**src/rtl/rot_pkg.sv**
```systemverilog
package rot_pkg;

  // Strobes from the control section to the datapath
  typedef struct packed {
    logic advance;   // step the position this edge
    logic irqClear;  // drop the pending index interrupt
  } rotCtl_t;

endpackage

```
**src/rtl/rot_ctrl.sv**
```systemverilog
module rot_ctrl
  import rot_pkg::*;
#(
  parameter int PRE_W = 8
) (
  input  logic             clk,
  input  logic             rstN,
  input  logic [PRE_W-1:0] intervalCfg,
  input  logic             maskClear,
  output rotCtl_t          ctl
);

  localparam logic [PRE_W-1:0] ONE = PRE_W'(1);

  logic [PRE_W-1:0] preCnt;
  logic [PRE_W-1:0] effInterval;
  logic             stepNow;

  // A zero interval is taken as one clock per slot
  assign effInterval = (intervalCfg == '0) ? ONE : intervalCfg;
  // >= keeps the prescaler bounded if the interval shrinks on the fly
  assign stepNow     = (preCnt >= (effInterval - ONE));

  always_ff @(posedge clk) begin
    if (!rstN) begin
      preCnt <= '0;
    end else if (stepNow) begin
      preCnt <= '0;
    end else begin
      preCnt <= preCnt + ONE;
    end
  end

  always_comb begin
    ctl          = '0;
    ctl.advance  = rstN && stepNow;
    ctl.irqClear = maskClear;
  end

  // The prescaler never runs past the programmed interval for a stable setting
  AST_PRESCALE_BOUND: assert property (@(posedge clk) disable iff (!rstN)
    $stable(intervalCfg) |-> (preCnt < effInterval)) else $error("prescaler overran");

endmodule

```
**src/rtl/rot_dp.sv**
```systemverilog
module rot_dp
  import rot_pkg::*;
#(
  parameter int POS_W       = 11,
  parameter int INDEX_SLOTS = 6
) (
  input  logic             clk,
  input  logic             rstN,
  input  rotCtl_t          ctl,
  input  logic             indexIrqEn,
  input  logic             xferArm,
  input  logic [POS_W-1:0] target,
  output logic [POS_W-1:0] position,
  output logic             indexActive,
  output logic             indexIrq,
  output logic             slotStrobe,
  output logic [POS_W-1:0] waitWords
);

  localparam logic [POS_W-1:0] IDX_LIM = POS_W'(INDEX_SLOTS);
  localparam logic [POS_W-1:0] STEP    = POS_W'(1);

  logic [POS_W-1:0] posQ;
  logic [POS_W-1:0] posNext;
  logic             strobeQ;
  logic             irqQ;

  assign posNext = posQ + STEP;

  always_ff @(posedge clk) begin
    if (!rstN) begin
      posQ    <= '0;
      strobeQ <= 1'b0;
    end else begin
      if (ctl.advance) begin
        posQ <= posNext;
      end
      strobeQ <= ctl.advance && xferArm && (posNext == target);
    end
  end

  always_ff @(posedge clk) begin
    if (!rstN) begin
      irqQ <= 1'b0;
    end else if (ctl.irqClear) begin
      irqQ <= 1'b0;
    end else if (ctl.advance && indexIrqEn && (posNext == '0)) begin
      irqQ <= 1'b1;
    end
  end

  assign position    = posQ;
  assign indexActive = (posQ < IDX_LIM);
  assign indexIrq    = irqQ;
  assign slotStrobe  = strobeQ;
  assign waitWords   = target - posQ;   // modular distance

  AST_POS_STEP: assert property (@(posedge clk) disable iff (!rstN)
    (posQ != $past(posQ)) |-> (posQ == $past(posQ) + STEP)) else $error("bad step");
  AST_IRQ_AT_ZERO: assert property (@(posedge clk) disable iff (!rstN)
    $rose(irqQ) |-> (posQ == '0)) else $error("irq off zero");
  AST_IRQ_CLEARED: assert property (@(posedge clk) disable iff (!rstN)
    ctl.irqClear |=> !irqQ) else $error("irq survived clear");
  AST_STROBE_AT_TARGET: assert property (@(posedge clk) disable iff (!rstN)
    slotStrobe |-> (posQ == $past(target))) else $error("strobe off target");
  AST_STROBE_SINGLE: assert property (@(posedge clk) disable iff (!rstN)
    slotStrobe |=> !slotStrobe) else $error("strobe too long");

endmodule

```
**src/rtl/rot_position_timer.sv**
```systemverilog
module rot_position_timer
  import rot_pkg::*;
#(
  parameter int POS_W       = 11,
  parameter int PRE_W       = 8,
  parameter int INDEX_SLOTS = 6
) (
  input  logic             clk,
  input  logic             rstN,
  input  logic [PRE_W-1:0] intervalCfg,
  input  logic             indexIrqEn,
  input  logic             maskClear,
  input  logic             xferArm,
  input  logic [POS_W-1:0] target,
  output logic [POS_W-1:0] position,
  output logic             indexActive,
  output logic             indexIrq,
  output logic             slotStrobe,
  output logic [POS_W-1:0] waitWords
);

  rotCtl_t ctl;

  rot_ctrl #(.PRE_W(PRE_W)) u_ctrl (
    .clk         (clk),
    .rstN        (rstN),
    .intervalCfg (intervalCfg),
    .maskClear   (maskClear),
    .ctl         (ctl)
  );

  rot_dp #(.POS_W(POS_W), .INDEX_SLOTS(INDEX_SLOTS)) u_dp (
    .clk         (clk),
    .rstN        (rstN),
    .ctl         (ctl),
    .indexIrqEn  (indexIrqEn),
    .xferArm     (xferArm),
    .target      (target),
    .position    (position),
    .indexActive (indexActive),
    .indexIrq    (indexIrq),
    .slotStrobe  (slotStrobe),
    .waitWords   (waitWords)
  );

endmodule

```
**config.mk**
```make
export PLATFORM = sky130hd
export DESIGN_NAME = rot_position_timer
export DESIGN_NICKNAME = d
export VERILOG_FILES = /design/src/rtl/rot_pkg.sv /design/src/rtl/rot_ctrl.sv /design/src/rtl/rot_dp.sv /design/src/rtl/rot_position_timer.sv
export SDC_FILE = /design/constraint.sdc
export NUM_CORES = 1
export LEC_CHECK = 0
export ABC_AREA = 1
export CORE_ASPECT_RATIO = 0.75
export CORE_MARGIN = 3
export CORE_UTILIZATION = 49
export CTS_CLUSTER_SIZE = 16
export DETAILED_ROUTE_END_ITERATION = 8
export GPL_TIMING_DRIVEN = 0
export PLACE_DENSITY_LB_ADDON = 0.1
export SLEW_MARGIN = 25
export SYNTH_ARGS = -nofsm -noshare
export SYNTH_HDL_FRONTEND = slang
export SYNTH_HIERARCHICAL = 1
export SYNTH_SLANG_ARGS = --single-unit
```
**constraint.sdc**
```tcl
create_clock -name clk -period 5.3 [get_ports clk]
set_clock_uncertainty 0.05 [all_clocks]
set_input_delay 1.59 -clock clk [delete_from_list [all_inputs] [get_ports clk]]
set_output_delay 1.59 -clock clk [all_outputs]
set_load 0.01 [all_outputs]
```
# ---- Word-level counts from Yosys, hierarchy flattened
# Cells that the tools add are included.
dict set report word_totals {
  ff_bits 21
  inputBits 24
  wordCells 22
  output_inout_bits 25
}
dict set report op_classes {
  mux 1
  reduce_logical 9
  n_bitwise 1
  n_eq_ne 1
  addsub 4
  magnitude_cmp 2
}
# operator n
set ops {}
lappend ops {{$add A11 B1 Y11 const B} 1}
lappend ops {{$eq A11 B11 Y1} 1}
lappend ops {{$logic_not A11 Y1} 1}
lappend ops {{$lt A11 B3 Y1 const B} 1}
lappend ops {{$sub A11 B11 Y11} 1}
lappend ops {{$add A8 B1 Y8 const B} 1}
lappend ops {{$ge A8 B8 Y1} 1}
lappend ops {{$logic_not A8 Y1} 1}
lappend ops {{$mux W8} 1}
lappend ops {{$sub A8 B1 Y8 const B} 1}
lappend ops {{$logic_and A1 B1 Y1} 5}
lappend ops {{$reduce_or A2 Y1} 2}
lappend ops {{$not A1 Y1} 1}

# ---- Depth between registers and ports, before layout
# Gate-level depths: netlist of run 1.
dict set report logic_depth {
  depth_word 7
  depth_mapped 21
  ltp_nobuf 21
}

# ---- Hierarchy
# Netlist of run 1, hierarchy kept.
# mod cells_each seq_area_each_um2 area_each_um2 n_inst
set modules_own_cells {}
lappend modules_own_cells {rot_dp 235 260.2 1417.6 1}
lappend modules_own_cells {rot_ctrl 93 160.2 693.2 1}

# ---- Worst setup path after synthesis of run 1
# No wires, ideal clock.
dict set report synth_path {
  kind {input-to-output}
  from {input target[0]}
  to {output waitWords[8]}
  arrival_ps 3000
  n_path_buf 0
  path_slack_ps 660
  t_required_ps 3660
  path_stages 9
  cell_sequence {inv_1 > ha_1 > inv_1 > fa_1 > nand3_1 > nand2_1 > a21boi_0 > o21ai_0 > xor2_1}
}
dict set report synth_via {
  elab_chain_len 1
}
# element line
set synth_lines {}
lappend synth_lines {{start: declaration} rot_position_timer.sv:14} ;# input logic [POS_W-1:0] target,
lappend synth_lines {{$sub A11 B11 Y11} rot_dp.sv:56} ;# assign waitWords = target - posQ;
lappend synth_lines {{end: declaration} rot_position_timer.sv:19} ;# output logic [POS_W-1:0] waitWords
# No other way between the ends.

# ---- Worst setup path after layout of run 1
dict set report layout_path {
  from {input target[6]}
  to {output waitWords[9]}
}
# The elaborated chain is that of the path after synthesis.

==> run_results.csv, run 1 <==
group,metric,value,unit
run_status,outcome,"complete, no violations",
logic_synthesis,synthDistinctLibCells,32,
critical_path,crit_top_cell,"clkdlybuf4s50_1",
layout,design_area,0.00283,mm^2
floorplanning,rows,20,
floorplanning,start_util,51.4,%
layout,drive_above_1_share,12.1,%
power_and_ir_drop,pwr_density_cell,143,mW/mm^2
floorplanning,die_w,81.8,um
sta,rsz0062_at_grt,"false",
drt,drtPass1Iterations,5,
logic_synthesis,synth.avg_cell_area,6.44,um^2
logic_synthesis,synthFlopType,"dfxtp_1",
logic_synthesis,ys_seq_area_share,19.9,%
layout,finalNetCount,428,
sta,finalSetupViolCount,0,
critical_path,crit_type,"input pin to primary output",
grt,grt_overflow,0,
cts,cts_root_buffer,"clkbuf_8",
cts,cts-buffers-inserted,3,
drt,drt-initial-drc-count,244,
cts,cts_max_path_buffers,2,
hold_path,holdCritPathClass,"register to register",
logic_synthesis,synth_edf_count,0,
grt,grt_pass1_wl,9230,um
cts,clock_latency,0.26,ns
layout,syn_to_final_growth,34.1,%
drt,avgViaCountPerCell,5.25,
layout,final_cell_mix,"nand2_1, inv_1, clkdlybuf4s50_1",
critical_path,crit_arrival,3.54,ns
floorplanning,io_pins,49,
place,io_buffer_count,47,
cts,clk_pin_slew,0.09,ns
logic_synthesis,yosys_warnings,6,
critical_path,critPathMaxFanout,4,
logic_synthesis,postSynthCellCount,328,
place,dp_hpwl,4450,um
drt,routed-via-count,2290,
drt,detail_route.wl_per_cell,12.9,um
grt,antenna_found_initial,0,
cts,clock_sinks,21,
sta,final-max-slew-violation-count,0,
grt,grt_max_degree,14,
critical_path,crit_slowest_cell,"clkdlybuf4s50_1",
power_and_ir_drop,vdd_ir_drop_max,0.000101,V
drt,detail-route-antenna-nets,0,
sta,maxSlewHeadroom,65.4,%
grt,grt_pass1_vias,2028,
sta,period_needed,5.18,ns
place,post_dp_cell_area,0.00265,mm^2
layout,num_antenna_cells,0,
logic_synthesis,synthArstFlopShare,0,%
sta,hold_ws,0.398,ns
job,max-cap-violations,0,
sta,max_freq,0.193,GHz
critical_path,cpPeakStageDelay,0.55,ns
floorplanning,die_h,62.8,um
logic_synthesis,ys_ff_latch,21,
layout,fillers,367,
grt,track_usage,22.1,%
power_and_ir_drop,leakage,0.00128,uW
drt,drc_errors,0,
floorplanning,core,0.00410,mm^2
cts,htree_levels,1,
layout,final_common_cell,"nand2_1",
critical_path,startpoint_type,"input pin",
power_and_ir_drop,power,406,uW
sta,hold_viol_final,0,
critical_path,cp.required,3.66,ns
drt,drt-total-wl,5630,um
logic_synthesis,synth_nets,374,
cts,cts_tree,"done",
place,place.gp.congestion,0.917,
critical_path,crit_path_end_kind,"primary output",
logic_synthesis,syn-cell-area,0.00211,mm^2
critical_path,crit_chain,"clkdlybuf4s50_1 > ha_4 > a21oi_2 > o21ai_0 > nor2_1 > nand3_1 > xor2_1 > clkdlybuf4s50_1",
sta,period_share,97.8,%
sta,tightest_slew,0.518,ns
floorplanning,dieArea,0.00514,mm^2
[metrics by stage]
step / cells / TNS, ns / worst slack, ns / util (%)
floorplan: 328 / 0 / 0.660 / -
global placement: 430 / -0.852 / -0.442 / 64.6
detailed placement: 430 / -0.936 / -0.453 / 64.6
CTS: 434 / 0 / 0.0236 / 66.2
global route: 436 / 0 / 0.00546 / 69.0
finish: 436 / 0 / 0.116 / 69.0
[per-layer routing]
metal  global-route usage [%]  part of all wire [%]  up-vias
met1                     35.6                    53     1038
met3                     3.60                   7.7        4
met2                     31.6                    39       81
met5                        0                     0        -
li1                         -                     -     1167
met4                     1.45                  0.55        0
[worst max-delay path, delay by kind of cell]
family                   cells  cell delay [ns]
AND/OR/NAND/NOR              2             0.26
AO/OA/AOI/OAI                2             0.22
adder cells (fa/ha/maj)      1             0.24
XOR/XNOR                     1             0.13
buffers and inverters        2             1.09
[final timing paths]
path / slack (ns) / cells past startpoint / endpoint / startpoint
min: 0.40 / 2 / u_dp/indexIrq$_SDFFE_PP0P_ / u_dp/indexIrq$_SDFFE_PP0P_
max reg2reg: 2.73 / 16 / u_dp/slotStrobe$_SDFF_PN0_ / u_ctrl/preCnt[0]$_SDFF_PP0_
max: 0.12 / 8 / waitWords[9] / target[6]
min reg2reg: 0.40 / 2 / u_dp/indexIrq$_SDFFE_PP0P_ / u_dp/indexIrq$_SDFFE_PP0P_
[cells in the mapped netlist, types with 3 or more instances]
library cell | n | area, um^2
nand4_1 | 6 | 37.5
nor2_1 | 36 | 135
o21ai_0 | 16 | 80.1
nor2_2 | 3 | 18.8
nand2_1 | 69 | 259
xor2_1 | 13 | 114
nand3_2 | 4 | 40.0
dfxtp_1 | 21 | 420
xnor2_1 | 9 | 78.8
nand2_2 | 4 | 25.0
inv_1 | 53 | 199
nand3_1 | 26 | 130
nand3b_1 | 3 | 22.5
nor3_2 | 3 | 30.0
ha_1 | 21 | 263
a21oi_1 | 23 | 115
[sequential cells by signal, indices dropped and copies added, names as in the netlist]
| signal | count |
|---|---|
| u_dp/position | 11 |
| u_ctrl/preCnt | 8 |
| u_dp/indexIrq | 1 |
| u_dp/slotStrobe | 1 |
[power by group]
| part | internal, uW | total, uW | leakage [uW] | switching, uW |
|---|---|---|---|---|
| registers | 161 | 165 | 0.000170 | 4.38 |
| logic | 67.3 | 131 | 0.00109 | 63.6 |
| clock network | 53.1 | 110 | 0.0000217 | 57.0 |
| total | 281 | 406 | 0.00128 | 125 |
[logic make-up after synthesis]
logic type      Yosys count  share of synthesized area [%]
buf+inv                  57                           10.7
fa+ha+maj                22                           13.4
simple gates            159                           35.0
flops                    21                           19.9
compound gates           47                           11.9
xor+xnor                 22                           9.13
[timing repair]
item,CTS,global route
resized for setup,8,22
hold buffers,0,0
pin swaps,1,2
setup endpoints to repair,4,7
setup buffers,0,2
[layout make-up]
type                            instances  area [um^2]  area share, %
Inverter                               54          203           7.16
Sequential cell                        21          420           14.8
Clock inverter                          1         7.51          0.265
Buffer                                  3         22.5          0.795
Timing Repair Buffer                   49          488           17.2
Clock buffer                            3         41.3           1.46
Multi-Input combinational cell        250         1580           55.8
Tap cell                               55         68.8           2.43
No activity file was read; power rests on OpenSTA's default activity.
==> run 2: changes to the inputs <==
--- a/config.mk
+++ b/config.mk
@@ -12,6 +12,7 @@
 export CTS_CLUSTER_SIZE = 16
 export DETAILED_ROUTE_END_ITERATION = 8
 export GPL_TIMING_DRIVEN = 0
+export MAX_ROUTING_LAYER = met4
 export PLACE_DENSITY_LB_ADDON = 0.1
 export SLEW_MARGIN = 25
 export SYNTH_ARGS = -nofsm -noshare
==> run_results.csv, run 2 (synthesis results as in run 1) <==
group,metric,value,unit
run_status,outcome,"complete, no violations",
place,dp_cells,430,
cts,clock_sinks,21,
layout,final_common_cell,"nand2_1",
critical_path,crit_type,"input pin to primary output",
floorplanning,start_util,51.4,%
critical_path,crit_path_end_kind,"primary output",
critical_path,r2r-start,"u_ctrl/preCnt[0]$_SDFF_PP0_",
cts,cts_root_buffer,"clkbuf_8",
critical_path,reg2reg_slack,2.89,ns
drt,detail_route.wl_per_cell,13.1,um
place,dp_hpwl,4410,um
floorplanning,rows,20,
critical_path,crit_buf_inv,2,
drt,avgViaCountPerCell,5.30,
hold_path,holdCritPathClass,"register to register",
cts,cts_max_path_buffers,2,
cts,clk_pin_slew,0.08,ns
drt,detail-route-antenna-nets,0,
power_and_ir_drop,power,405,uW
power_and_ir_drop,leakage,0.00126,uW
job,max-cap-violations,0,
floorplanning,dieArea,0.00514,mm^2
drt,drtPass1Iterations,6,
critical_path,crit_chain,"clkdlybuf4s50_1 > ha_4 > nand2_1 > o21ai_2 > nand2_1 > nand3_1 > xor2_1 > clkdlybuf4s50_1",
layout,final_util,68.5,%
floorplanning,die_w,81.8,um
grt,grt_pass1_vias,1946,
grt,grt_max_degree,14,
drt,drt-total-wl,5680,um
cts,cts_tree,"done",
place,place.gp.congestion,0.918,
sta,hold_viol_final,0,
critical_path,critPathMaxFanout,5,
drt,drc_errors,0,
place,io_buffer_count,47,
layout,largest_reg_flops,11,
power_and_ir_drop,vdd_ir_drop_max,0.0000870,V
floorplanning,die_h,62.8,um
layout,final_cell_mix,"nand2_1, inv_1, clkdlybuf4s50_1",
critical_path,cpLargestDelayFamily,"buffers and inverters",
cts,htree_levels,1,
floorplanning,io_pins,49,
power_and_ir_drop,combPwrFrac,32.2,%
cts,cts-buffers-inserted,3,
sta,finalSetupViolCount,0,
grt,antenna_found_initial,0,
layout,finalNetCount,426,
power_and_ir_drop,pwr_density_cell,144,mW/mm^2
critical_path,crit_slowest_cell,"clkdlybuf4s50_1",
hold_path,min_path_cells,2,
hold_path,hp-start,"u_dp/indexIrq$_SDFFE_PP0P_",
critical_path,crit_arrival,3.53,ns
critical_path,cp.required,3.66,ns
power_and_ir_drop,seqPwrFrac,40.8,%
layout,final_cells,434,
layout,syn_to_final_growth,33.1,%
floorplanning,core,0.00410,mm^2
sta,period_share,97.6,%
sta,rsz0062_at_grt,"false",
layout,num_antenna_cells,0,
drt,routed-via-count,2299,
critical_path,rr_worst_depth,16,
grt,grt_pass1_wl,9010,um
hold_path,hold_end,"u_dp/indexIrq$_SDFFE_PP0P_",
sta,maxSlewHeadroom,71.1,%
cts,clock_latency,0.26,ns
cts,postCtsHoldBufs,0,
sta,period_needed,5.17,ns
sta,final-max-slew-violation-count,0,
power_and_ir_drop,p_int,281,uW
layout,drive_above_1_share,11.3,%
critical_path,cpPeakStageDelay,0.55,ns
sta,tightest_slew,0.434,ns
power_and_ir_drop,p_sw_share,30.7,%
sta,max_freq,0.193,GHz
critical_path,reg2reg_to,"u_dp/slotStrobe$_SDFF_PN0_",
grt,track_usage,22.4,%
power_and_ir_drop,pwr-share-clk,27.0,%
drt,drt-initial-drc-count,281,
grt,grt_overflow,0,
power_and_ir_drop,switchingPower,124,uW
critical_path,startpoint_type,"input pin",
-- run 2: what timing repair did --
item	4_1_cts	5_1_grt
setup endpoints to repair	4	13
setup buffers	0	0
resized for setup	9	18
pin swaps	0	2
-- run 2: layer usage --
metal | track usage [%] | vias up | routed length (um)
met1 | 36.3 | 1027 | 2890
met5 | - | - | 0
met4 | 1.87 | 0 | 70
met3 | 3.60 | 12 | 470
li1 | - | 1160 | -
met2 | 29.4 | 100 | 2250
-- run 2: per-stage QoR --
step | setup TNS [ns] | instance area [um^2] | setup slack [ns] | hold slack [ns]
final | 0 | 2810 | 0.126 | 0.404
after global routing | 0 | 2810 | 0.00394 | 0.423
after CTS | 0 | 2730 | 0.0362 | 0.403
after detailed placement | -0.834 | 2650 | -0.445 | 0.390
after global placement | -0.792 | 2650 | -0.421 | 0.383
after floorplan | 0 | 2110 | 0.660 | 0.390
-- run 2: power by group through the flow --
stage                     clock network (uW)  logic (uW)  registers, uW
after floorplan                            0        66.9            168
after global placement                     0         121            169
after detailed placement                   0         122            169
after CTS                                113         123            165
after global routing                     121         145            166
final                                    110         131            165
-- run 2: worst max-delay path by stage --
stage	start	end	cells past startpoint	slack [ns]
after detailed placement	target[0]	waitWords[8]	11	-0.45
after global placement	target[0]	waitWords[8]	11	-0.42
final	target[3]	waitWords[9]	8	0.13
after floorplan	target[0]	waitWords[8]	9	0.66
after CTS	target[0]	waitWords[8]	11	0.04
after global routing	target[5]	waitWords[9]	8	0.004
-- run 2: area by class of cell --
cell class | count | area, um^2
clock inverters | 1 | 7.51
repair buffers | 47 | 470
well taps | 55 | 68.8
plain buffers | 3 | 22.5
flip-flops and latches | 21 | 420
fillers | 363 | 1290
multi-input cells | 250 | 1580
clock buffers | 3 | 41.3
inverters | 54 | 203
-- run 2: worst min-delay path: cells and delay by family, from the launching register on --
| family | cells | cell delay (ns) |
|---|---|---|
| DFF | 1 | 0.32 |
| buffers and inverters | 1 | 0.05 |
| AOI/OAI and AO/OA | 1 | 0.05 |
==> run 3: changes to the inputs <==
--- a/config.mk
+++ b/config.mk
@@ -6,7 +6,7 @@
 export NUM_CORES = 1
 export LEC_CHECK = 0
 export ABC_AREA = 1
-export CORE_ASPECT_RATIO = 0.75
+export CORE_ASPECT_RATIO = 0.7
 export CORE_MARGIN = 3
 export CORE_UTILIZATION = 49
 export CTS_CLUSTER_SIZE = 16
@@ -14,7 +14,7 @@
 export GPL_TIMING_DRIVEN = 0
 export MAX_ROUTING_LAYER = met4
 export PLACE_DENSITY_LB_ADDON = 0.1
-export SLEW_MARGIN = 25
+export SLEW_MARGIN = 10
 export SYNTH_ARGS = -nofsm -noshare
 export SYNTH_HDL_FRONTEND = slang
 export SYNTH_HIERARCHICAL = 1
==> run_results.csv, run 3 (synthesis results as in run 1) <==
group,metric,value,unit
cts,clk_pin_slew,0.08,ns
layout,design_area,0.00278,mm^2
sta,tns,0,ns
hold_path,holdCritPathClass,"register to register",
sta,maxSlewHeadroom,60.5,%
layout,final_common_cell,"nand2_1",
run_status,outcome,"complete, no violations",
drt,wl_met2,2250,um
critical_path,r2r-start,"u_ctrl/preCnt[0]$_SDFF_PP0_",
floorplanning,core,0.00404,mm^2
sta,tightest_slew,0.592,ns
sta,rsz0062_at_grt,"false",
grt,grt_pass1_vias,2074,
hold_path,hp-start,"u_dp/indexIrq$_SDFFE_PP0P_",
cts,clock_sinks,21,
place,dp_cells,427,
cts,cts_root_buffer,"clkbuf_8",
hold_path,min_path_cells,2,
critical_path,startpoint_type,"input pin",
cts,postCtsHoldBufs,0,
drt,drt-initial-drc-count,165,
layout,num_antenna_cells,0,
layout,finalNetCount,427,
drt,met1Wirelength,3180,um
layout,final_cell_mix,"nand2_1, inv_1, clkdlybuf4s50_1",
layout,seqCellArea,420,um^2
layout,final_cells,432,
cts,clock_latency,0.26,ns
layout,multi_input_area,0.00154,mm^2
critical_path,crit_arrival,3.55,ns
power_and_ir_drop,leakage,0.00126,uW
drt,drt-total-wl,5880,um
drt,route.met3.wl,423,um
drt,highest_layer,"met4",
floorplanning,start_util,52.2,%
drt,detail-route-antenna-nets,0,
floorplanning,io_pins,49,
critical_path,cp.required,3.66,ns
layout,final_util,68.7,%
place,post_dp_cell_area,0.00265,mm^2
layout,fillers,373,
sta,finalSetupViolCount,0,
floorplanning,die_h,60.9,um
drt,drc_errors,0,
floorplanning,dieArea,0.00514,mm^2
hold_path,hold_end,"u_dp/indexIrq$_SDFFE_PP0P_",
critical_path,rr_worst_depth,16,
grt,grt_max_degree,14,
drt,detail_route.wl_per_cell,13.6,um
critical_path,reg2reg_to,"u_dp/slotStrobe$_SDFF_PN0_",
sta,final-max-slew-violation-count,0,
sta,period_share,97.9,%
power_and_ir_drop,vdd_ir_drop_max,0.000158,V
grt,antenna_found_initial,0,
grt,grt_overflow,0,
critical_path,crit_type,"input pin to primary output",
grt,track_usage,24.1,%
power_and_ir_drop,pwr_density_cell,145,mW/mm^2
sta,hold_viol_final,0,
sta,max_freq,0.193,GHz
drt,drtPass1Iterations,4,
critical_path,critPathMaxFanout,5,
layout,syn_to_final_growth,31.5,%
cts,cts_max_path_buffers,2,
cts,htree_levels,1,
sta,hold_ws,0.413,ns
cts,cts_tree,"done",
place,place.gp.congestion,0.889,
layout,drive_above_1_share,10.8,%
floorplanning,die_w,84.4,um
grt,grt_pass1_wl,9630,um
place,io_buffer_count,47,
drt,avgViaCountPerCell,5.14,
place,dp_hpwl,4800,um
sta,period_needed,5.19,ns
cts,cts-buffers-inserted,3,
critical_path,crit_path_end_kind,"primary output",
layout,largest_reg_flops,11,
job,max-cap-violations,0,
critical_path,reg2reg_slack,2.72,ns
drt,routed-via-count,2221,
floorplanning,rows,19,
## run 3: timing repair
action,in CTS,in global routing
buffers inserted,1,0
endpoints found under the setup margin,4,14
gates resized for setup,9,16
pin swaps,1,0
## run 3: worst max path at each step
stage / start / end / slack [ns] / cells after the start
6_report: target[2] / waitWords[5] / 0.11 / 7
5_1_grt: intervalCfg[3] / u_dp/slotStrobe$_SDFF_PN0_ / 0.01 / 22
4_1_cts: target[8] / waitWords[9] / 0.02 / 8
3_5_place_dp: target[0] / waitWords[8] / -0.49 / 11
3_3_place_gp: target[0] / waitWords[8] / -0.51 / 11
2_1_floorplan: target[0] / waitWords[8] / 0.66 / 9
## run 3: routing by layer
metal | vias to the layer above | GRT usage [%]
met5 | - | -
met4 | 0 | 2.48
met3 | 6 | 4.88
met2 | 74 | 33.9
met1 | 976 | 36.2
li1 | 1165 | -
## run 3: area by class of cell
cell class                 instances  share of cell area [%]
inverter                          54                    7.30
sequential                        21                    15.1
timing repair buffer              48                    17.1
clock inverter                     1                   0.271
buffer                             3                   0.812
tap                               52                    2.34
clock buffer                       3                    1.49
multi-input combinational        250                    55.5
## run 3: critical path: stages
cell and delay [ns]:
clkdlybuf4s50_1 0.49, ha_2 0.31, a21oi_1 0.22, o21ai_1 0.11, nor2_2 0.15, xnor2_1 0.13, clkdlybuf4s50_1 0.55
## run 3: power breakdown
| group | switching [uW] | total, uW | internal [uW] |
|---|---|---|---|
| registers | 4.68 | 165 | 161 |
| clock network | 55.9 | 109 | 53.1 |
| logic | 63.2 | 129 | 65.3 |
| total | 124 | 403 | 279 |
## run 3: through the flow
stage,setup WS [ns],total power [uW]
floorplan,0.660,235
global placement,-0.514,291
detailed placement,-0.490,293
CTS,0.0175,404
global route,0.0109,428
finish,0.112,403
